===== config.mk =====
export PLATFORM = sky130hd
export DESIGN_NAME = rfc_top
export DESIGN_NICKNAME = d
export VERILOG_FILES = /design/src/rtl/rfc_pkg.sv /design/src/rtl/rfc_edge_sync.sv /design/src/rtl/rfc_upcnt.sv /design/src/rtl/rfc_ctrl.sv /design/src/rtl/rfc_top.sv
export SDC_FILE = /design/constraint.sdc
export NUM_CORES = 1
export LEC_CHECK = 0
export ABC_AREA = 1
export BUFFER_PORTS_ARGS = -buffer_cell sky130_fd_sc_hd__buf_2
export CAP_MARGIN = 20
export CORE_MARGIN = 10
export CORE_UTILIZATION = 48
export DETAILED_ROUTE_END_ITERATION = 10
export PLACE_DENSITY_LB_ADDON = 0.08
export SLEW_MARGIN = 40
export SYNTH_ARGS = -nofsm -noshare
export SYNTH_HDL_FRONTEND = slang
export SYNTH_SLANG_ARGS = --single-unit
export TNS_END_PERCENT = 50

===== constraint.sdc =====
create_clock -name clk -period 1.4 [get_ports clk]
set_input_delay 0.35 -clock clk [delete_from_list [all_inputs] [get_ports clk]]
set_output_delay 0.35 -clock clk [all_outputs]
set_load 0.03 [all_outputs]

===== src/rtl/rfc_pkg.sv =====
package rfc_pkg;
  localparam int unsigned RFC_W_DEF = 20;

  typedef enum logic {
    PH_REF   = 1'b0,
    PH_SENSE = 1'b1
  } rfc_phase_e;

  typedef enum logic {
    ST_IDLE = 1'b0,
    ST_RUN  = 1'b1
  } rfc_state_e;
endpackage


===== src/rtl/rfc_edge_sync.sv =====
module rfc_edge_sync #(
  parameter int unsigned STAGES = 2
) (
  input  logic clk,
  input  logic rst_n,
  input  logic async_i,
  output logic rise_o
);
  localparam int unsigned LAST = STAGES - 1;

  logic [STAGES-1:0] chain_q;
  logic              prev_q;

  for (genvar i = 0; i < STAGES; i++) begin : g_stage
    if (i == 0) begin : g_first
      always_ff @(posedge clk or negedge rst_n) begin
        if (!rst_n) chain_q[i] <= 1'b0;
        else        chain_q[i] <= async_i;
      end
    end else begin : g_next
      always_ff @(posedge clk or negedge rst_n) begin
        if (!rst_n) chain_q[i] <= 1'b0;
        else        chain_q[i] <= chain_q[i-1];
      end
    end
  end

  always_ff @(posedge clk or negedge rst_n) begin
    if (!rst_n) prev_q <= 1'b0;
    else        prev_q <= chain_q[LAST];
  end

  assign rise_o = chain_q[LAST] & ~prev_q;
endmodule


===== src/rtl/rfc_upcnt.sv =====
module rfc_upcnt #(
  parameter int unsigned W = 20
) (
  input  logic         clk,
  input  logic         rst_n,
  input  logic         load_i,
  input  logic [W-1:0] load_val_i,
  input  logic         inc_i,
  output logic [W-1:0] val_o,
  output logic         carry_o
);
  localparam logic [W-1:0] ONE = W'(1);

  logic [W-1:0] val_q;

  always_ff @(posedge clk or negedge rst_n) begin
    if (!rst_n)      val_q <= '0;
    else if (load_i) val_q <= load_val_i;
    else if (inc_i)  val_q <= val_q + ONE;
  end

  // carry out of the top bit: an increment applied to an all-ones value
  assign carry_o = inc_i & (&val_q);
  assign val_o   = val_q;
endmodule


===== src/rtl/rfc_ctrl.sv =====
module rfc_ctrl
  import rfc_pkg::*;
(
  input  logic clk,
  input  logic rst_n,
  input  logic start_i,
  input  logic mc_carry_i,
  input  logic tb_carry_i,
  output logic busy_o,
  output logic load_o,
  output logic done_o,
  output logic mc_ovf_o,
  output logic tb_ovf_o
);
  rfc_state_e st_q;
  logic       fin;

  assign busy_o = (st_q == ST_RUN);
  assign load_o = start_i & ~busy_o;
  assign fin    = busy_o & (mc_carry_i | tb_carry_i);

  always_ff @(posedge clk or negedge rst_n) begin
    if (!rst_n) begin
      st_q     <= ST_IDLE;
      done_o   <= 1'b0;
      mc_ovf_o <= 1'b0;
      tb_ovf_o <= 1'b0;
    end else begin
      done_o <= fin;
      unique case (st_q)
        ST_IDLE: if (start_i) st_q <= ST_RUN;
        ST_RUN:  if (fin)     st_q <= ST_IDLE;
        default:              st_q <= ST_IDLE;
      endcase
      if (load_o) begin
        mc_ovf_o <= 1'b0;
        tb_ovf_o <= 1'b0;
      end else begin
        if (busy_o && mc_carry_i) mc_ovf_o <= 1'b1;
        if (busy_o && tb_carry_i) tb_ovf_o <= 1'b1;
      end
    end
  end
endmodule


===== src/rtl/rfc_top.sv =====
module rfc_top
  import rfc_pkg::*;
#(
  parameter int unsigned W           = RFC_W_DEF,
  parameter int unsigned SYNC_STAGES = 2
) (
  input  logic         clk,
  input  logic         rst_n,
  input  logic         start_i,
  input  logic         phase_sel_i,
  input  logic [W-1:0] mc_init_i,
  input  logic [W-1:0] tb_init_i,
  input  logic         cr_clk_i,
  input  logic         tb_tick_i,
  output logic         busy_o,
  output logic         done_o,
  output logic [W-1:0] mc_value_o,
  output logic [W-1:0] tbc_value_o,
  output logic         mc_ovf_o,
  output logic         tbc_ovf_o
);
  rfc_phase_e   phase;
  logic         cr_rise;
  logic         load;
  logic         mc_carry;
  logic         tb_carry;
  logic [W-1:0] tb_preset;

  assign phase     = rfc_phase_e'(phase_sel_i);
  assign tb_preset = (phase == PH_SENSE) ? tb_init_i : '0;

  rfc_edge_sync #(.STAGES(SYNC_STAGES)) u_sync (
    .clk     (clk),
    .rst_n   (rst_n),
    .async_i (cr_clk_i),
    .rise_o  (cr_rise)
  );

  rfc_upcnt #(.W(W)) u_mc (
    .clk        (clk),
    .rst_n      (rst_n),
    .load_i     (load),
    .load_val_i (mc_init_i),
    .inc_i      (busy_o & cr_rise),
    .val_o      (mc_value_o),
    .carry_o    (mc_carry)
  );

  rfc_upcnt #(.W(W)) u_tbc (
    .clk        (clk),
    .rst_n      (rst_n),
    .load_i     (load),
    .load_val_i (tb_preset),
    .inc_i      (busy_o & tb_tick_i),
    .val_o      (tbc_value_o),
    .carry_o    (tb_carry)
  );

  rfc_ctrl u_ctrl (
    .clk        (clk),
    .rst_n      (rst_n),
    .start_i    (start_i),
    .mc_carry_i (mc_carry),
    .tb_carry_i (tb_carry),
    .busy_o     (busy_o),
    .load_o     (load),
    .done_o     (done_o),
    .mc_ovf_o   (mc_ovf_o),
    .tb_ovf_o   (tbc_ovf_o)
  );
endmodule


==> flow_metrics.tcl <==
set metrics [dict create \
    run_status "complete, but fails checks" \
    violations "setup timing" \
    fmax_mhz 671 \
    power.total_mw 6.20 \
    worstPathCellList "buf_4 -> buf_4 -> buf_6" \
    wirelength_mm 11.1 \
    avgSynthCellArea_sq_um 6.98 \
    power_density_nw_per_um2 1330 \
    p_sw_frac 0.458 \
    die_h_um 101 \
    clkPwrFrac 0.139 \
    worstPathArrival_ns 1.14 \
    startpoint_type "flip-flop" \
    ios 90 \
    crit_top_cell "buf_4" \
    final_max_slew_viol_count 0 \
    setup_viol 12 \
    cap_violations 0 \
    synth_cell_types 36 \
    p_sw_mw 2.84 \
    crit_family "flip-flops" \
    dp_hpwl_mm 7.46 \
    p_comb_frac 0.520 \
    final_nets 647 \
    leakage_nw 2.31 \
    post-route-min-period_ns 1.49 \
    grt_use_total 0.188 \
    syn-cell-area_sq_um 3170 \
    path_clk_slew_ns 0.09 \
    seq_area_frac_synth 0.371 \
    drive_gt1_frac 0.427 \
    drtAntennaViolNets 0 \
    num_rows 29 \
    grt_max_degree 37 \
    drt-initial-drc-count 286 \
    dieWidth_um 101 \
    die_area_sq_um 10300 \
    grt_pass1_wl_mm 16.1 \
    yosys_warnings 0 \
    setup-tns-final_ns -0.352 \
    setup_ws_ns -0.0897 \
    drt_pre_antenna_iters 5 \
    seqPwrFrac 0.341 \
    rsz0062_at_grt "true" \
    hold_ws_ns 0.148 \
    cts_root_buf "clkbuf_8" \
    critPathBufInv 3 \
    wl_per_cell_um 16.4 \
    ir_worst_vdd_mv 1.21 \
    vias 3706 \
    numClockSinks 47 \
    ys_seq_elements 47 \
    hp-class "primary input to flip-flop" \
    overflow 0 \
    path_max_fanout 3 \
    crit_path_max_incr_delay_ns 0.44 \
    insertion_delay_ns 0.31 \
    htreeDepth 2 \
    cts_tree "done" \
    core_sq_um 6390 \
    drt-vias-per-instance 5.47 \
    netlist_instances 454 \
    crit_slowest_cell "dfrtp_2" \
    numCtsBuffers 5 \
    worst-setup-path-type "flip-flop to output pin" \
    initial_core_util 0.496 \
    end_kind "output pin" \
    skew_ns 0.0151 \
    critPathRequiredTime_ns 1.05 \
    gp_congestion 0.892 \
    hold_viol 0 \
    fillers 536 \
    worstMarginPinSlew_ns 0.340 \
    fin_util 0.730 \
    p_int_mw 3.36 \
    syn2layout_area_growth_pct 47.0 \
    grt_antenna_before_repair 0 \
    diodes 0 \
    drc 0 \
    grt_pass1_vias 3262 \
    synth_nets 502 \
    post-route-period-util 1.06 \
    slew_headroom 0.774 \
    cts.path.max_buffers 2 \
    portBuffers 89 \
]
cell families after synthesis:
logic type / after synthesis / share of synthesized area
compound gates: 76 / 0.138
xor+xnor: 3 / 0.00829
buf+inv: 62 / 0.0865
fa+ha+maj: 2 / 0.00789
simple gates: 264 / 0.388
flops: 47 / 0.371
per-layer routing:
metal	vias to the layer above	global-route usage	share of wire
li1	1772	-	-
met1	1744	0.270	0.44
met2	163	0.283	0.46
met3	27	0.0368	0.082
met4	0	0.0418	0.019
met5	-	0	0
registers in the layout, indices dropped and copies added, names as in the netlist:
register         flops
u_ctrl.busy_o        1
u_ctrl.done_o        1
u_ctrl.mc_ovf_o      1
u_ctrl.tb_ovf_o      1
u_mc.val_o          20
u_sync.chain_q       2
u_sync.prev_q        1
u_tbc.val_o         20
final timing paths:
check                                  start                 to  slack, ns  depth (start not counted)
max reg2reg                    u_mc.val_o[0]      u_ctrl.busy_o      -0.07                         10
min in group asynchronous              rst_n     u_mc.val_o[15]       0.46                          2
min                                 cr_clk_i  u_sync.chain_q[0]       0.15                          1
max                            u_mc.val_o[0]      mc_value_o[0]      -0.09                          3
max in group asynchronous              rst_n      u_mc.val_o[0]       0.40                          3
min reg2reg                u_sync.chain_q[0]  u_sync.chain_q[1]       0.36                          0
metrics by stage:
| step | worst slack, ns | std cells | instance area (sq um) |
|---|---|---|---|
| after floorplan | -0.0341 | 454 | 3210 |
| after global placement | 0.0294 | 642 | 4000 |
| after detailed placement | -0.0257 | 642 | 4000 |
| after CTS | -0.0248 | 656 | 4170 |
| after global routing | -0.166 | 677 | 4660 |
| final | -0.0897 | 677 | 4660 |
synthesized netlist by cell type:
master    instances  area, sq um
o22ai_1           3         18.8
dfrtp_1          47         1180
nand3_1          34          170
buf_4             6         45.0
xnor2_1           1         8.76
nor2_1           51          191
nor2_2            7         43.8
nand3b_1          5         37.5
nand2_4           1         11.3
o21ai_1           8         40.0
a22oi_1           6         45.0
buf_2             7         35.0
ha_1              2         25.0
a31oi_1           2         12.5
o211ai_1          9         67.6
a21boi_1          1         7.51
nand3_2           1         10.0
buf_6             1         11.3
inv_2             7         26.3
inv_4             1         6.26
or2_2             3         18.8
nand4_1           7         43.8
xor2_1            2         17.5
o21ai_0          23          115
nand2_1         122          458
nor4_1            1         6.26
nand2_2          15         93.8
a211oi_1          1         7.51
nor2_8            1         20.0
nor3_1            8         40.0
o21bai_1          3         22.5
inv_1            40          150
nor3b_2           1         12.5
a21oi_1          20          100
nor2_4            6         67.6
or2_1             1         6.26
cells in the final DEF (no fill, tap or decap), types with 2 or more instances in the layout:
cell type	n
a22oi_2	2
o21ai_1	15
inv_2	5
nor3_1	5
buf_4	49
a21oi_2	7
nand3_2	3
xor2_1	2
o22ai_1	3
clkbuf_16	4
a22oi_1	4
nand2_4	10
buf_2	84
clkbuf_8	5
nor2_4	11
dfrtp_1	36
o21bai_1	3
o21ai_0	14
o21ai_2	2
inv_4	4
nand2_2	16
nor2_2	12
a21oi_4	2
a31oi_1	2
nor3_2	3
inv_1	37
nand3_1	31
ha_4	2
or2_2	3
nand4_1	7
dfrtp_2	11
o211ai_1	9
buf_12	6
a21oi_1	11
nor2_1	41
buf_6	7
nand3b_1	5
nand2_1	112
area by class of cell:
type	instances	area, sq um	share of cell area
sequential	47	1190	0.255
inverter	48	203	0.0435
timing repair buffer	151	1100	0.235
clock buffer	6	72.6	0.0156
tap	77	96.3	0.0207
clock inverter	2	12.5	0.00269
multi-input combinational	346	1990	0.427
power groups by stage:
stage                     logic, mW  registers [mW]  clock network, mW
after floorplan                1.01            2.70                  0
final                          3.22            2.12              0.862
after CTS                      2.79            2.05              0.869
after global placement         2.61            2.08                  0
after global routing           3.49            2.16              0.915
after detailed placement       2.64            2.09                  0
what timing repair did:
action	CTS	global route
pin swaps	1	27
hold buffers	1	0
setup endpoints to repair	12	51
setup buffers	5	16
hold endpoints to repair	11	0
resized for setup	9	82
cloned	0	5
No activity file was read; power rests on OpenSTA's default activity.
